--- src/rtl/ovl_pkg.sv ---
package ovl_pkg;

    localparam int BANK_W    = 2;
    localparam int CTL_W     = 8;
    localparam int FORCE_BIT = 7;
    localparam int RAMROM_BIT = 6;
    localparam logic [BANK_W-1:0] PROT_BANK = '1;

    typedef struct packed {
        logic              force_map;
        logic              ram_as_rom;
        logic [BANK_W-1:0] bank;
    } ctl_t;

    typedef enum logic [1:0] {
        OVL_NONE,
        OVL_FORCE,
        OVL_RAMROM,
        OVL_ROM
    } ovl_mode_e;

    typedef struct packed {
        logic              rom_cs;
        logic              ram_cs;
        logic [BANK_W-1:0] bank;
        logic              rom_we;
        logic              ram_we;
        logic              host_off;
    } sel_t;

    function automatic ovl_mode_e pick_mode(ctl_t c, logic mapped, logic jumper_closed);
        if (c.force_map)                 return OVL_FORCE;
        else if (mapped && c.ram_as_rom) return OVL_RAMROM;
        else if (mapped && jumper_closed) return OVL_ROM;
        else                             return OVL_NONE;
    endfunction

endpackage

--- src/rtl/ovl_port_dec.sv ---
module ovl_port_dec #(
    parameter int         ADDR_W    = 16,
    parameter logic [7:0] PORT_CODE = 8'hE3
) (
    input  logic              io_wr,
    input  logic [ADDR_W-1:0] io_addr,
    output logic              hit
);
    logic unused_hi;
    assign unused_hi = ^io_addr[ADDR_W-1:8];

    always_comb hit = io_wr && (io_addr[7:0] == PORT_CODE);
endmodule

--- src/rtl/ovl_ctrl_reg.sv ---
module ovl_ctrl_reg
    import ovl_pkg::*;
(
    input  logic             clk,
    input  logic             por,
    input  logic             srst,
    input  logic             wr_en,
    input  logic [CTL_W-1:0] wdata,
    output ctl_t             cfg
);
    logic unused_wbits;
    assign unused_wbits = ^wdata[RAMROM_BIT-1:BANK_W];

    always_ff @(posedge clk) begin
        if (por) begin
            cfg <= '0;
        end else begin
            if (srst) begin
                cfg.force_map <= 1'b0;
                cfg.bank      <= '0;
            end else if (wr_en) begin
                cfg.force_map <= wdata[FORCE_BIT];
                cfg.bank      <= wdata[BANK_W-1:0];
                if (wdata[RAMROM_BIT])
                    cfg.ram_as_rom <= 1'b1;
            end
        end
    end

    // once set, RAM-as-ROM stays set until power-on reset
    assert_ramrom_sticky_R4: assert property (@(posedge clk) disable iff (por)
        cfg.ram_as_rom |=> cfg.ram_as_rom);

    // with no port hit and no soft reset the byte holds
    assert_hold_no_hit_R1: assert property (@(posedge clk) disable iff (por)
        (!wr_en && !srst) |=> $stable(cfg));
endmodule

--- src/rtl/ovl_map_dec.sv ---
module ovl_map_dec
    import ovl_pkg::*;
(
    input  logic        clk,
    input  logic        por,
    input  ctl_t        cfg,
    input  logic        mapped,
    input  logic        jumper_closed,
    input  logic        mreq,
    input  logic [15:0] mem_addr,
    input  logic        mem_wr,
    output sel_t        sel
);
    ovl_mode_e mode;
    logic      in_win;
    logic      lo_half;

    always_comb begin
        mode    = pick_mode(cfg, mapped, jumper_closed);
        in_win  = mreq && (mem_addr[15:14] == 2'b00);
        lo_half = !mem_addr[13];
        sel     = '0;
        if (in_win && mode != OVL_NONE) begin
            sel.host_off = 1'b1;
            if (lo_half) begin
                case (mode)
                    OVL_FORCE: begin
                        sel.rom_cs = 1'b1;
                        sel.rom_we = mem_wr && !jumper_closed;
                    end
                    OVL_RAMROM: begin
                        sel.ram_cs = 1'b1;
                        sel.bank   = PROT_BANK;
                    end
                    OVL_ROM: sel.rom_cs = 1'b1;
                    default: ;
                endcase
            end else begin
                sel.ram_cs = 1'b1;
                sel.bank   = cfg.bank;
                sel.ram_we = mem_wr && !(mode == OVL_RAMROM && cfg.bank == PROT_BANK);
            end
        end
    end

    // the two selects never overlap
    assert_cs_exclusive_R12: assert property (@(posedge clk) disable iff (por)
        !(sel.rom_cs && sel.ram_cs));

    // nothing is driven outside an active request in the low window
    assert_outside_idle_R12: assert property (@(posedge clk) disable iff (por)
        !(mreq && mem_addr[15:14] == 2'b00) |-> (sel == '0));

    // the stand-in ROM bank is never written in the low half
    assert_ramrom_ro_R8: assert property (@(posedge clk) disable iff (por)
        (sel.ram_cs && !mem_addr[13]) |-> (!sel.ram_we && sel.bank == PROT_BANK));

    // ROM writes only in force mode with the jumper open
    assert_rom_we_R6: assert property (@(posedge clk) disable iff (por)
        sel.rom_we |-> (cfg.force_map && !jumper_closed && mem_wr));
endmodule

--- src/rtl/ovl_map_ctrl.sv ---
module ovl_map_ctrl
    import ovl_pkg::*;
#(
    parameter logic [7:0] PORT_CODE = 8'hE3
) (
    input  logic              clk,
    input  logic              por,
    input  logic              srst,
    input  logic              io_wr,
    input  logic [15:0]       io_addr,
    input  logic [CTL_W-1:0]  io_wdata,
    input  logic              mreq,
    input  logic [15:0]       mem_addr,
    input  logic              mem_wr,
    input  logic              mapped,
    input  logic              rom_jumper_closed,
    output logic              rom_cs,
    output logic              ram_cs,
    output logic [BANK_W-1:0] ram_bank,
    output logic              rom_we,
    output logic              ram_we,
    output logic              host_rom_off
);
    logic hit;
    ctl_t cfg;
    sel_t sel;

    ovl_port_dec #(.ADDR_W(16), .PORT_CODE(PORT_CODE)) u_port (
        .io_wr  (io_wr),
        .io_addr(io_addr),
        .hit    (hit)
    );

    ovl_ctrl_reg u_reg (
        .clk  (clk),
        .por  (por),
        .srst (srst),
        .wr_en(hit),
        .wdata(io_wdata),
        .cfg  (cfg)
    );

    ovl_map_dec u_dec (
        .clk          (clk),
        .por          (por),
        .cfg          (cfg),
        .mapped       (mapped),
        .jumper_closed(rom_jumper_closed),
        .mreq         (mreq),
        .mem_addr     (mem_addr),
        .mem_wr       (mem_wr),
        .sel          (sel)
    );

    assign rom_cs       = sel.rom_cs;
    assign ram_cs       = sel.ram_cs;
    assign ram_bank     = sel.bank;
    assign rom_we       = sel.rom_we;
    assign ram_we       = sel.ram_we;
    assign host_rom_off = sel.host_off;
endmodule

--- config.mk ---
export PLATFORM = sky130hd
export DESIGN_NAME = ovl_map_ctrl
export DESIGN_NICKNAME = d
export VERILOG_FILES = /design/src/rtl/ovl_pkg.sv /design/src/rtl/ovl_port_dec.sv /design/src/rtl/ovl_ctrl_reg.sv /design/src/rtl/ovl_map_dec.sv /design/src/rtl/ovl_map_ctrl.sv
export SDC_FILE = /design/constraint.sdc
export NUM_CORES = 1
export LEC_CHECK = 0
export BUFFER_PORTS_ARGS = -buffer_cell sky130_fd_sc_hd__buf_2
export CAP_MARGIN = 20
export CORE_AREA = 2 2 39 41
export CTS_CLUSTER_DIAMETER = 200
export DETAILED_ROUTE_END_ITERATION = 8
export DIE_AREA = 0 0 41 43
export PLACE_DENSITY = 0.75
export REMOVE_ABC_BUFFERS = 1
export SLEW_MARGIN = 20
export SYNTH_ARGS = -nofsm -noshare
export SYNTH_HDL_FRONTEND = slang
export SYNTH_SLANG_ARGS = --single-unit
--- constraint.sdc ---
create_clock -name clk -period 2.15 [get_ports clk]
set_clock_uncertainty 0.05 [all_clocks]
set_input_delay 0.645 -clock clk [delete_from_list [all_inputs] [get_ports clk]]
set_output_delay 0.645 -clock clk [all_outputs]
set_load 0.05 [all_outputs]
==> results.txt, run 1 <==
drt pass-1 iters: 4
remaining global-route overflow: 0
Seq pwr share: 0.340
max reg flops: 4
Synth Register Bits: 4
Initial Util: 0.2505
reg2reg start: u_reg.cfg[3]
min-delay src: u_reg.cfg[2]
Worst Setup Slack, final: -0.2457 ns
PortBufs: 29
FMAX: 0.4174 GHz
routed via count: 494
Max FO, Critical Path: 4
drt wl/cell: 11.65 um
CTS buffer count: 3
Synth Instances: 45
die area: 1763 um^2
first-pass GRT wire length: 1.600 mm
startpoint types: input port
Synth Area in Compound Gates: 0.2960
hold path depth: 2
Mapped Area: 346.6 um^2
commonest non-fill, non-tap cell in the layout: buf_2
VDD IR max: 0.1840 mV
Critical Path Max Stage Delay: 0.39 ns
Rows: 14
Final Cell Area: 635.6 um^2
Die H: 43 um
main combinational cell family by area after synthesis: simple AND/OR/NAND/NOR gates
clock root cell: clkbuf_4
GRT Util Overall: 0.1304
largest cells by area after synthesis: dfxtp_1 (23%), nand4_1 (11%), a21boi_0 (6.5%)
failing checks: setup timing
antenna cells: 0
H-tree levels: 1
Top reg by flops: u_reg.cfg
CP max-delay cell: or3b_4
simple-gate share of the synthesized area: 0.4513
Die Width: 41 um
worst endpoint data arrival time: 1.70 ns
TritonCTS clock tree: built
initial antenna violation count: 0
Post-DP Area: 519.2 um^2
ANT nets after route: 0
Vias/cell: 5.093
Top Registers: u_reg.cfg (4)
RePlAce Congestion: 0.7100
Core Util, Final: 0.4593
most frequent cells in the layout: buf_2 (21), buf_4 (7), nand4_1 (6)
Gate power share: 0.250
critical-path cell list: buf_6 -> or3b_4 -> o21bai_4 -> nor3b_2 -> buf_6
fin crit share: 1.114
layout overhead on the synthesized area: 83.39%
Max Buffers Root-to-Sink: 2
Pleak: 0.2625 nW
most frequent CP cell: buf_6
Sink Count: 4
Slew Limit Fails: 0
final setup vio count: 7
share of cells above drive strength 1: 0.5432
xor and xnor fraction of the mapped netlist area: 0
IO Pins: 55
Skew-Pair Late Insertion Delay: 0.23 ns
vias in the first global route: 440
Worst Path Required: 1.45 ns
Cell Pwr Density: 346.3 nW/um^2
asr flop ratio synth: 0
Tightest Pin Transition: 0.3781 ns
r2r endpoint: u_reg.cfg[3]
mux cell area share after synthesis: 0
status: finished with violations
Synth cell types: 22
reg-to-reg setup timing slack: 1.25 ns
fin nets: 131
Yosys top cell area share: 0.2310
r2r worst-path depth: 2
Clock power frac: 0.410
Slew HR: 0.7452
hpwl dp: 824.7 um
Tmin final: 2.396 ns
Post-synth EDFFs: 0
P_int: 0.1659 mW
Hold Crit Endpoint: u_reg.cfg[2]
register area share after synthesis: 0.2310
synth warn: 0
clock slew seen by the registers of the worst setup and hold paths: 0.03 ns
final WL: 1.130 mm
Mean Syn Cell Area: 7.702 um^2
Switching Power: 0.05422 mW
critical path type: input port to output port
Switching Share: 0.2463
RSZ-0062 raised after global routing: yes
drc violations: 0
crit end category: output port
final hold violations: 0
biggest area consumer among synthesized cells: dfxtp_1
largest net degree at the start of global routing: 9
initial DRC count: 5
top_reg_cell synth: dfxtp_1
adder-cell area share of the yosys netlist: 0
CTS Hold Bufs: 0
Hold Crit Class: register to register
Core ar.: 1384 um^2
maxcap violations: 0
-- power groups by stage --
stage / registers, mW / clock network, mW / logic (mW)
6_report: 0.0747 / 0.0903 / 0.0551
2_1_floorplan: 0.0758 / 0 / 0.0176
4_1_cts: 0.0747 / 0.0954 / 0.0508
5_1_grt: 0.0747 / 0.0955 / 0.0599
3_3_place_gp: 0.0758 / 0 / 0.0447
3_5_place_dp: 0.0758 / 0 / 0.0459
-- synthesized netlist by cell type, types with 2 or more instances --
library cell,n
a21boi_0,3
a21oi_1,4
dfxtp_1,4
inv_1,2
nand2_1,5
nand3b_1,2
nand4_1,6
nor2_1,2
nor2b_1,2
o31ai_1,3
-- cell families (layout without fill, tap and decap cells) --
kind of cell | after synthesis | in the layout
buffers and inverters | 2 | 38
flip-flops | 4 | 4
AO/OA/AOI/OAI | 14 | 14
AND/OR/NAND/NOR | 25 | 25
-- metal layers --
metal,part of all wire,track usage
met5,0,0
met3,0.091,0.03665
met1,0.38,0.1442
met4,0,0.06000
met2,0.53,0.2156
-- how the worst max path moves through the flow --
stage / endpoint / slack, ns / startpoint / cells past startpoint
finish: ram_we / -0.25 / mem_addr[14] / 5
global route: ram_we / -0.31 / mem_addr[14] / 5
CTS: ram_we / -0.24 / mem_addr[14] / 5
detailed placement: ram_we / -0.35 / mem_addr[15] / 5
global placement: ram_we / -0.33 / mem_addr[15] / 5
floorplan: rom_we / -1.10 / mem_addr[15] / 2
-- critical path, delay by kind of cell --
kind	cells	cell delay, ns
AO/OA/AOI/OAI	1	0.20
AND/OR/NAND/NOR	2	0.58
buffers and inverters	2	0.27
-- area by class of cell --
class,instances,area [um^2]
fillers,139,748.2
repair buffers,33,217.7
well taps,16,20.02
inverters,2,7.507
multi-input cells,39,287.8
clock buffers,3,22.52
flip-flops and latches,4,80.08
-- repair_timing --
action | CTS | global route
pin swaps | 3 | 1
resized for setup | 15 | 4
gates cloned | 0 | 0
endpoints found under the setup margin | 7 | 7
buffers inserted | 2 | 1
-- stage by stage --
| stage | TNS, ns | power [mW] | cells | worst slack, ns | hold WS (ns) |
|---|---|---|---|---|---|
| 2_1_floorplan | -3.785 | 0.09345 | 45 | -1.097 | 0.3979 |
| 3_3_place_gp | -1.535 | 0.1205 | 91 | -0.3305 | 0.4297 |
| 3_5_place_dp | -1.587 | 0.1217 | 91 | -0.3487 | 0.4282 |
| 4_1_cts | -1.236 | 0.2210 | 96 | -0.2382 | 0.4361 |
| 5_1_grt | -1.536 | 0.2301 | 97 | -0.3070 | 0.4750 |
| 6_report | -1.316 | 0.2201 | 97 | -0.2457 | 0.4368 |
No activity file was read; power rests on OpenSTA's default activity.
==> run 2: changes to the inputs <==
--- a/config.mk
+++ b/config.mk
@@ -11,8 +11,7 @@
 export CTS_CLUSTER_DIAMETER = 200
 export DETAILED_ROUTE_END_ITERATION = 8
 export DIE_AREA = 0 0 41 43
-export PLACE_DENSITY = 0.75
-export REMOVE_ABC_BUFFERS = 1
+export PLACE_DENSITY_LB_ADDON = 0.15
 export SLEW_MARGIN = 20
 export SYNTH_ARGS = -nofsm -noshare
 export SYNTH_HDL_FRONTEND = slang
==> results.txt, run 2 (synthesis results as in run 1) <==
Top Registers: u_reg.cfg (4)
ANT nets after route: 0
critical-path cell list: buf_6 -> or3b_4 -> o21bai_4 -> nor3b_4 -> buf_6
first-pass GRT wire length: 1.531 mm
antenna cells: 0
Slew HR: 0.8233
largest net degree at the start of global routing: 9
Worst Setup Slack, final: -0.2327 ns
critical path type: input port to output port
Core ar.: 1384 um^2
reg2reg start: u_reg.cfg[3]
commonest non-fill, non-tap cell in the layout: buf_2
drc violations: 0
Max FO, Critical Path: 4
Max Buffers Root-to-Sink: 2
final WL: 1.007 mm
Switching Share: 0.2363
r2r endpoint: u_reg.cfg[3]
Buf/Inv on CP: 2
Hold Crit Endpoint: u_reg.cfg[2]
PortBufs: 29
Mapped Nets: 93
drt wl/cell: 10.17 um
hold path depth: 2
Die Width: 41 um
clock root cell: clkbuf_4
Initial Util: 0.2505
Worst Path Required: 1.45 ns
Fin Hold WS: 0.4384 ns
Pleak: 0.2727 nW
final hold violations: 0
post-layout power: 0.2202 mW
CTS buffer count: 3
min-delay src: u_reg.cfg[2]
Gate power share: 0.260
drt pass-1 iters: 3
Slew Limit Fails: 0
fin nets: 133
Hold Crit Class: register to register
CTS Hold Bufs: 0
RSZ-0062 raised after global routing: yes
RePlAce Congestion: 0.6724
H-tree levels: 1
r2r worst-path depth: 2
Die H: 43 um
initial DRC count: 3
Rows: 14
routed via count: 469
Tightest Pin Transition: 0.2646 ns
most frequent cells in the layout: buf_2 (21), buf_6 (7), nand4_1 (6), buf_4 (6), nand2_1 (5)
reg-to-reg setup timing slack: 1.29 ns
final setup vio count: 7
share of cells above drive strength 1: 0.5783
clock slew seen by the registers of the worst setup and hold paths: 0.03 ns
Critical Path Max Stage Delay: 0.39 ns
CP max-delay cell: or3b_4
Seq pwr share: 0.339
maxcap violations: 0
remaining global-route overflow: 0
Vias/cell: 4.737
layout overhead on the synthesized area: 93.50%
initial antenna violation count: 0
Switching Power: 0.05203 mW
VDD IR max: 0.2710 mV
GRT Util Overall: 0.1281
FMAX: 0.4197 GHz
TritonCTS clock tree: built
Top reg by flops: u_reg.cfg
IO Pins: 55
status: finished with violations
Skew-Pair Late Insertion Delay: 0.23 ns
Sink Count: 4
worst endpoint data arrival time: 1.69 ns
die area: 1763 um^2
max reg flops: 4
most frequent CP cell: buf_6
hpwl dp: 871 um
Clock power frac: 0.401
P_int: 0.1682 mW
fin crit share: 1.108
failing checks: setup timing
startpoint types: input port
Cell Pwr Density: 328.4 nW/um^2
vias in the first global route: 421
CP top delay family: simple AND/OR/NAND/NOR gates
Tmin final: 2.383 ns
crit end category: output port
run 2: per-stage QoR:
stage	instance area [um^2]	setup TNS [ns]	worst slack (ns)	util	cells
floorplan	384.1	-1.611	-0.3130	-	45
global placement	586.8	-1.784	-0.3192	0.4241	95
detailed placement	586.8	-1.807	-0.3265	0.4241	95
CTS	670.6	-1.322	-0.2377	0.4846	99
global route	670.6	-1.588	-0.2756	0.4846	99
finish	670.6	-1.298	-0.2327	0.4846	99
run 2: repair_timing:
item | in CTS | in global routing
setup endpoints to repair | 7 | 7
gates cloned | 0 | 0
buffers inserted | 1 | 0
gates resized for setup | 17 | 0
run 2: power by group through the flow:
| stage | Clock [mW] | Sequential [mW] | Combinational, mW |
|---|---|---|---|
| after global placement | 0 | 0.0758 | 0.0532 |
| final | 0.0883 | 0.0748 | 0.0572 |
| after floorplan | 0 | 0.0758 | 0.0195 |
| after CTS | 0.0936 | 0.0747 | 0.0574 |
| after detailed placement | 0 | 0.0758 | 0.0543 |
| after global routing | 0.0999 | 0.0746 | 0.0625 |
run 2: routing by layer:
layer,GRT usage,vias to the layer above,wire [um]
met3,0.01571,2,95
li1,-,253,-
met2,0.2125,24,497
met4,0.1000,0,6
met1,0.1338,190,406
met5,0,-,0
run 2: how the worst max path moves through the flow:
stage,start,end,slack (ns),cells after the start
floorplan,mem_addr[15],ram_we,-0.31,3
global placement,mem_addr[15],ram_we,-0.32,5
detailed placement,mem_addr[15],ram_we,-0.33,5
CTS,mem_addr[15],ram_we,-0.24,5
global route,mem_addr[15],ram_we,-0.28,5
finish,mem_addr[15],ram_we,-0.23,5
run 2: final cells by class:
class / instances / area (um^2)
Multi-Input combinational cell: 39 / 296.5
Tap cell: 16 / 20.02
Clock buffer: 3 / 22.52
Sequential cell: 4 / 80.08
Inverter: 2 / 7.507
Timing Repair Buffer: 35 / 244.0
Fill cell: 147 / 713.2
run 2: worst reg2reg max path, stage by stage, from the launching register on:
cell      delay [ns]
dfxtp_1         0.46
o31ai_1         0.12
a21boi_0        0.16
